### config.mk
export PLATFORM = sky130hd
export DESIGN_NAME = mbist_seq
export DESIGN_NICKNAME = d
export VERILOG_FILES = /design/src/rtl/mbist_pkg.sv /design/src/rtl/mbist_addr_gen.sv /design/src/rtl/mbist_pattern_gen.sv /design/src/rtl/mbist_ctrl.sv /design/src/rtl/mbist_seq.sv
export SDC_FILE = /design/constraint.sdc
export NUM_CORES = 1
export LEC_CHECK = 0
export ABC_AREA = 1
export BUFFER_PORTS_ARGS = -buffer_cell sky130_fd_sc_hd__buf_2
export CORE_UTILIZATION = 35
export DETAILED_ROUTE_END_ITERATION = 10
export PLACE_DENSITY = 0.58
export SKIP_CTS_REPAIR_TIMING = 1
export SLEW_MARGIN = 20
export SYNTH_ARGS = -nofsm -noshare
export SYNTH_HDL_FRONTEND = slang
export SYNTH_HIERARCHICAL = 1
export SYNTH_SLANG_ARGS = --single-unit
### constraint.sdc
create_clock -name clk -period 4 [get_ports clk]
set_clock_uncertainty 0.15 [all_clocks]
set_input_delay 0.4 -clock clk [delete_from_list [all_inputs] [get_ports clk]]
set_output_delay 0.4 -clock clk [all_outputs]
set_load 0.03 [all_outputs]
### src/rtl/mbist_pkg.sv
package mbist_pkg;

    localparam int MB_DW     = 16;
    localparam int MB_PASSES = 5;
    localparam int MB_PASS_W = 3;

    typedef logic [MB_DW-1:0]     mb_word_t;
    typedef logic [MB_PASS_W-1:0] mb_pass_t;

    typedef enum logic [1:0] {
        ST_IDLE = 2'd0,
        ST_RD   = 2'd1,
        ST_CMP  = 2'd2,
        ST_DONE = 2'd3
    } mb_state_e;

    typedef enum logic [1:0] {
        FC_NONE     = 2'd0,
        FC_MISMATCH = 2'd1,
        FC_EXT_ERR  = 2'd2
    } mb_fail_e;

    typedef struct packed {
        logic     fail;
        mb_fail_e code;
        mb_pass_t pass;
    } mb_result_t;

    localparam mb_word_t MB_SEED = 16'h3C3C;

    function automatic mb_word_t mb_pattern(input mb_pass_t p);
        case (p)
            3'd0:    return 16'hC3C3;
            3'd1:    return 16'h0000;
            3'd2:    return 16'hFFFF;
            3'd3:    return 16'h0001;
            default: return 16'h0000;
        endcase
    endfunction

    function automatic logic mb_is_final(input mb_pass_t p);
        return p == mb_pass_t'(MB_PASSES - 1);
    endfunction

endpackage

### src/rtl/mbist_addr_gen.sv
module mbist_addr_gen #(
    parameter int OFF_W  = 16,
    parameter int BANK_W = 4
) (
    input  logic                    clk,
    input  logic                    rst,
    input  logic                    clear,
    input  logic                    restart,
    input  logic                    step,
    input  logic [BANK_W-1:0]       bank_lim_in,
    output logic [BANK_W+OFF_W-1:0] addr,
    output logic                    last_word
);
    localparam int ADDR_W = BANK_W + OFF_W;

    logic [OFF_W-1:0]  off_q;
    logic [BANK_W-1:0] bank_q;
    logic [BANK_W-1:0] lim_q;
    logic [OFF_W:0]    off_inc;
    logic              off_carry;

    assign off_inc   = {1'b0, off_q} + {{OFF_W{1'b0}}, 1'b1};
    assign off_carry = off_inc[OFF_W];

    always_ff @(posedge clk) begin
        if (rst) begin
            off_q  <= '0;
            bank_q <= '0;
            lim_q  <= '0;
        end else if (clear) begin
            off_q  <= '0;
            bank_q <= '0;
            lim_q  <= bank_lim_in;
        end else if (restart) begin
            off_q  <= '0;
            bank_q <= '0;
        end else if (step) begin
            off_q <= off_inc[OFF_W-1:0];
            if (off_carry) begin
                bank_q <= bank_q + {{(BANK_W-1){1'b0}}, 1'b1};
            end
        end
    end

    assign addr      = ADDR_W'({bank_q, off_q});
    assign last_word = off_carry && (bank_q == BANK_W'(lim_q - {{(BANK_W-1){1'b0}}, 1'b1}));

endmodule

### src/rtl/mbist_pattern_gen.sv
module mbist_pattern_gen
    import mbist_pkg::*;
(
    input  logic     clk,
    input  logic     rst,
    input  logic     clear,
    input  logic     advance,
    output mb_pass_t pass_idx,
    output mb_word_t wr_pattern,
    output mb_word_t expected,
    output logic     final_pass
);
    mb_pass_t pass_q;
    mb_word_t exp_q;

    always_ff @(posedge clk) begin
        if (rst) begin
            pass_q <= '0;
            exp_q  <= MB_SEED;
        end else if (clear) begin
            pass_q <= '0;
            exp_q  <= MB_SEED;
        end else if (advance) begin
            pass_q <= pass_q + mb_pass_t'(1);
            exp_q  <= mb_pattern(pass_q);
        end
    end

    assign pass_idx   = pass_q;
    assign wr_pattern = mb_pattern(pass_q);
    assign expected   = exp_q;
    assign final_pass = mb_is_final(pass_q);

endmodule

### src/rtl/mbist_ctrl.sv
module mbist_ctrl
    import mbist_pkg::*;
#(
    parameter int ADDR_W = 20
) (
    input  logic              clk,
    input  logic              rst,
    input  logic              start,
    input  logic              no_banks,
    input  logic              match,
    input  logic              last_word,
    input  logic              final_pass,
    input  logic              mem_err,
    input  logic [ADDR_W-1:0] cur_addr,
    input  mb_pass_t          cur_pass,
    output logic              ag_clear,
    output logic              ag_restart,
    output logic              ag_step,
    output logic              pg_clear,
    output logic              pg_adv,
    output logic              req,
    output logic              we,
    output logic              busy,
    output logic              done,
    output mb_result_t        result,
    output logic [ADDR_W-1:0] fail_addr
);
    mb_state_e         st_q;
    mb_state_e         st_d;
    mb_result_t        res_q;
    logic [ADDR_W-1:0] faddr_q;

    logic start_ok;
    logic in_rd;
    logic in_cmp;
    logic wr_ok;
    logic pass_end;
    logic run_end;
    logic abort_err;
    logic abort_mis;

    assign in_rd     = (st_q == ST_RD);
    assign in_cmp    = (st_q == ST_CMP);
    assign start_ok  = start && ((st_q == ST_IDLE) || (st_q == ST_DONE));
    assign abort_err = (in_rd || in_cmp) && mem_err;
    assign abort_mis = in_cmp && !mem_err && !match;
    assign wr_ok     = in_cmp && !mem_err && match;
    assign pass_end  = wr_ok && last_word && !final_pass;
    assign run_end   = wr_ok && last_word && final_pass;

    assign ag_clear   = start_ok;
    assign pg_clear   = start_ok;
    assign ag_step    = wr_ok && !last_word;
    assign ag_restart = pass_end;
    assign pg_adv     = pass_end;

    always_comb begin
        st_d = st_q;
        case (st_q)
            ST_IDLE, ST_DONE: begin
                if (start_ok) begin
                    st_d = no_banks ? ST_DONE : ST_RD;
                end
            end
            ST_RD: begin
                st_d = abort_err ? ST_DONE : ST_CMP;
            end
            ST_CMP: begin
                if (abort_err || abort_mis || run_end) begin
                    st_d = ST_DONE;
                end else begin
                    st_d = ST_RD;
                end
            end
            default: st_d = ST_IDLE;
        endcase
    end

    always_ff @(posedge clk) begin
        if (rst) begin
            st_q    <= ST_IDLE;
            res_q   <= '{fail: 1'b0, code: FC_NONE, pass: '0};
            faddr_q <= '0;
        end else begin
            st_q <= st_d;
            if (start_ok) begin
                res_q   <= '{fail: 1'b0, code: FC_NONE, pass: '0};
                faddr_q <= '0;
            end else if (abort_err) begin
                res_q   <= '{fail: 1'b1, code: FC_EXT_ERR, pass: cur_pass};
                faddr_q <= cur_addr;
            end else if (abort_mis) begin
                res_q   <= '{fail: 1'b1, code: FC_MISMATCH, pass: cur_pass};
                faddr_q <= cur_addr;
            end
        end
    end

    assign req       = in_rd || wr_ok;
    assign we        = wr_ok;
    assign busy      = in_rd || in_cmp;
    assign done      = (st_q == ST_DONE);
    assign result    = res_q;
    assign fail_addr = faddr_q;

endmodule

### src/rtl/mbist_seq.sv
module mbist_seq
    import mbist_pkg::*;
#(
    parameter int OFF_W  = 16,
    parameter int BANK_W = 4
) (
    input  logic                    clk,
    input  logic                    rst,
    input  logic                    start,
    input  logic [BANK_W-1:0]       bank_cnt,
    output logic                    mem_req,
    output logic                    mem_we,
    output logic [BANK_W+OFF_W-1:0] mem_addr,
    output logic [15:0]             mem_wdata,
    input  logic [15:0]             mem_rdata,
    input  logic                    mem_err,
    output logic                    busy,
    output logic                    done,
    output logic                    fail,
    output logic [1:0]              fail_code,
    output logic [BANK_W+OFF_W-1:0] fail_addr,
    output logic [2:0]              fail_pass
);
    localparam int ADDR_W = BANK_W + OFF_W;

    logic              ag_clear;
    logic              ag_restart;
    logic              ag_step;
    logic              pg_clear;
    logic              pg_adv;
    logic              last_word;
    logic              final_pass;
    logic              match;
    logic [ADDR_W-1:0] cur_addr;
    mb_pass_t          pass_idx;
    mb_word_t          wr_pattern;
    mb_word_t          expected;
    mb_result_t        result;

    mbist_addr_gen #(
        .OFF_W  (OFF_W),
        .BANK_W (BANK_W)
    ) u_addr (
        .clk         (clk),
        .rst         (rst),
        .clear       (ag_clear),
        .restart     (ag_restart),
        .step        (ag_step),
        .bank_lim_in (bank_cnt),
        .addr        (cur_addr),
        .last_word   (last_word)
    );

    mbist_pattern_gen u_pat (
        .clk        (clk),
        .rst        (rst),
        .clear      (pg_clear),
        .advance    (pg_adv),
        .pass_idx   (pass_idx),
        .wr_pattern (wr_pattern),
        .expected   (expected),
        .final_pass (final_pass)
    );

    assign match = (mem_rdata == expected);

    mbist_ctrl #(
        .ADDR_W (ADDR_W)
    ) u_ctrl (
        .clk        (clk),
        .rst        (rst),
        .start      (start),
        .no_banks   (bank_cnt == '0),
        .match      (match),
        .last_word  (last_word),
        .final_pass (final_pass),
        .mem_err    (mem_err),
        .cur_addr   (cur_addr),
        .cur_pass   (pass_idx),
        .ag_clear   (ag_clear),
        .ag_restart (ag_restart),
        .ag_step    (ag_step),
        .pg_clear   (pg_clear),
        .pg_adv     (pg_adv),
        .req        (mem_req),
        .we         (mem_we),
        .busy       (busy),
        .done       (done),
        .result     (result),
        .fail_addr  (fail_addr)
    );

    assign mem_addr  = cur_addr;
    assign mem_wdata = wr_pattern;
    assign fail      = result.fail;
    assign fail_code = result.code;
    assign fail_pass = result.pass;

endmodule

==> flow_summary.json <==
{
  "finalPower_mw": 1.74,
  "cts_root_buffer": "clkbuf_8",
  "syn_to_final_growth_pct": 16.1,
  "fin_nets": 546,
  "antenna_found_initial": 0,
  "cts_made_buffers": 9,
  "synth_fa_ha_area_share_pct": 3.91,
  "synth_top_family_by_area": "simple AND/OR/NAND/NOR gates",
  "cts_buffer_depth": 2,
  "drive_gt1_share_pct": 26.3,
  "cp.required_ns": 4.09,
  "startpoint_type": "flop",
  "routabilityCongestion": 0.802,
  "peakVddDrop_uv": 238,
  "crit_arrival_ns": 2.99,
  "layout_commonest_cell": "buf_2",
  "synth_compound_area_share_pct": 10.6,
  "synthMuxAreaShare_pct": 0,
  "first_global_vias": 2541,
  "hp-class": "in2reg",
  "drv_cap": 0,
  "cts.clk_slew.worst_paths_ns": 0.07,
  "antenna_left": 0,
  "grt_usage_pct": 16.0,
  "grt_most_used_layer": "met2",
  "syn-cell-area_sq_mm": 0.00320,
  "rows": 34,
  "gr-usage-met1_pct": 20.9,
  "period_minus_slack_ns": 2.89,
  "fmaxAchievable_mhz": 345,
  "core-area_sq_mm": 0.00881,
  "final_util_pct": 42.2,
  "dieArea_sq_mm": 0.00953,
  "tns_ns": 0,
  "run_status": "finished with violations",
  "whs_ns": 0.195,
  "drt-pass1-iter-count": 7,
  "clock_latency_ns": 0.34,
  "worstSetupPathType": "reg2reg",
  "ys_ff_latch": 58,
  "clock-sinks": 58,
  "n_fill_cell": 936,
  "diodes": 0,
  "htreeDepth": 3,
  "wl_per_cell_microns": 11.6,
  "grt_max_degree": 27,
  "crit_fanout": 13,
  "vias": 2794,
  "slew_violations": 0,
  "place_inst": 609,
  "drtIter0Drc": 112,
  "fin_area_sq_mm": 0.00372,
  "cp-end-kind": "flop",
  "postSynthNetCount": 481,
  "ys_seq_area_share_pct": 36.3,
  "cts_tree": "yes",
  "die_y_microns": 97.6,
  "yosys.cell_types.count": 36,
  "drc": 14,
  "p_leak_nw": 1.80,
  "worstMarginPinSlew_ns": 0.813,
  "final_cells": 625,
  "syn_area_per_cell_sq_um": 7.16,
  "synthSimpleGateAreaFrac_pct": 29.4,
  "slew_headroom_pct": 45.5,
  "place_area_sq_mm": 0.00352,
  "final-seq-area_sq_mm": 0.00116,
  "post-place-ws_ns": 1.08,
  "synth-xor-area-share_pct": 4.92,
  "grt_pass1_wl_microns": 12200,
  "initial_core_util_pct": 36.4,
  "rsz0062_at_grt": "false",
  "yosys_warnings": 6,
  "finalCritPeriodShare_pct": 72.4,
  "fin_ws_ns": 1.11,
  "violations": "design-rule violations",
  "pwr_density_cell_mw_per_mm2": 467,
  "finalSetupViolCount": 0,
  "dpl.hpwl_microns": 5330,
  "netlist_instances": 447,
  "vias_per_cell": 4.47,
  "finalHoldViolCount": 0,
  "multi_input_comb_area_sq_mm": 0.00156,
  "io_pins": 90,
  "use_met2_pct": 25.0,
  "fp.dieW_microns": 97.6,
  "grt_remaining_overflow": 0,
  "final_cell_mix": "buf_2 (89), nand2_1 (80), nor2_1 (80), dfxtp_1 (58), inv_1 (48)",
  "grtUsageMet3_pct": 4.89,
  "totalWireLength_microns": 7250,
  "io_buffers": 89
}
layer usage:
metal  share of wire [%]  wire length, microns
met5                   0                     0
met4                 1.7                   122
met3                 5.5                   398
met2                  45                  3260
met1                  48                  3460
sequential cells by signal (all words and copies together), names as in the netlist:
| register | cells |
|---|---|
| u_ctrl/st_q | 2 |
| u_pat/expected | 3 |
| u_addr/bank_q | 4 |
| u_addr/lim_q | 4 |
| u_pat/pass_idx | 3 |
| u_ctrl/result | 6 |
| u_ctrl/fail_addr | 20 |
| u_addr/off_q | 16 |
synth_stat cells:
library cell,n,area [sq um]
a211oi_1,2,15.0
a21boi_0,1,7.51
a21oi_1,19,95.1
a21oi_2,1,8.76
a311oi_1,1,8.76
a31oi_1,1,6.26
and3_1,1,6.26
buf_2,5,25.0
buf_4,28,210
buf_6,3,33.8
clkinv_1,1,3.75
dfxtp_1,58,1160
ha_1,10,125
inv_1,48,180
inv_2,5,18.8
inv_4,1,6.26
nand2_1,80,300
nand2_2,8,50.1
nand2_4,2,22.5
nand3_1,12,60.1
nand3_2,4,40.0
nand4_1,4,25.0
nor2_1,80,300
nor2_2,3,18.8
nor2_4,7,78.8
nor3_1,2,10.0
nor3_2,1,10.0
nor3b_1,1,7.51
nor4_1,1,6.26
o21ai_0,28,140
o21ai_1,8,40.0
o21ai_2,1,8.76
o21bai_1,1,7.51
or2_1,1,6.26
xnor2_1,14,123
xor2_1,4,35.0
report_power, final:
group          internal [mW]  switching [mW]
sequential             0.645          0.0342
combinational          0.150           0.368
clock                  0.322           0.220
total                   1.12           0.622
area by class of cell:
class | instances | share of cell area [%]
clock buffer | 14 | 4.37
multi-input combinational | 298 | 42.0
tap | 108 | 3.63
inverter | 55 | 5.62
timing repair buffer | 90 | 12.2
sequential | 58 | 31.2
clock inverter | 2 | 0.942
worst paths after layout:
| kind | start | to | slack [ns] | cells past startpoint |
|---|---|---|---|---|
| max | u_pat/expected[13]$_SDFFE_PP1P_ | u_addr/off_q[0]$_SDFFE_PP0P_ | 1.11 | 14 |
| min | bank_cnt[3] | u_addr/lim_q[3]$_SDFFE_PP0P_ | 0.20 | 3 |
| max reg2reg | u_pat/expected[13]$_SDFFE_PP1P_ | u_addr/off_q[0]$_SDFFE_PP0P_ | 1.11 | 14 |
| min reg2reg | u_ctrl/result[4]$_SDFFE_PP0N_ | u_ctrl/result[4]$_SDFFE_PP0N_ | 0.32 | 2 |
kinds of logic after synthesis:
| kind of cell | count (synthesis) |
|---|---|
| AOI/OAI and AO/OA | 63 |
| buffers and inverters | 91 |
| DFF | 58 |
| and+or+nand+nor | 207 |
| xor gates and xnor gates | 18 |
| adders and majority gates | 10 |
critical path, cell delays in order (launching register included):
cell     delay (ns)
dfxtp_1        0.59
inv_1          0.08
nand2_1        0.07
nand2_1        0.04
nand2_1        0.05
nor2_1         0.04
nand2_1        0.06
nor2_1         0.07
nand2_1        0.11
inv_1          0.07
nand2_1        0.06
nor2_1         0.14
nor3_2         0.65
inv_1          0.34
nor3b_1        0.29
Power figures use the tool's default switching activity.
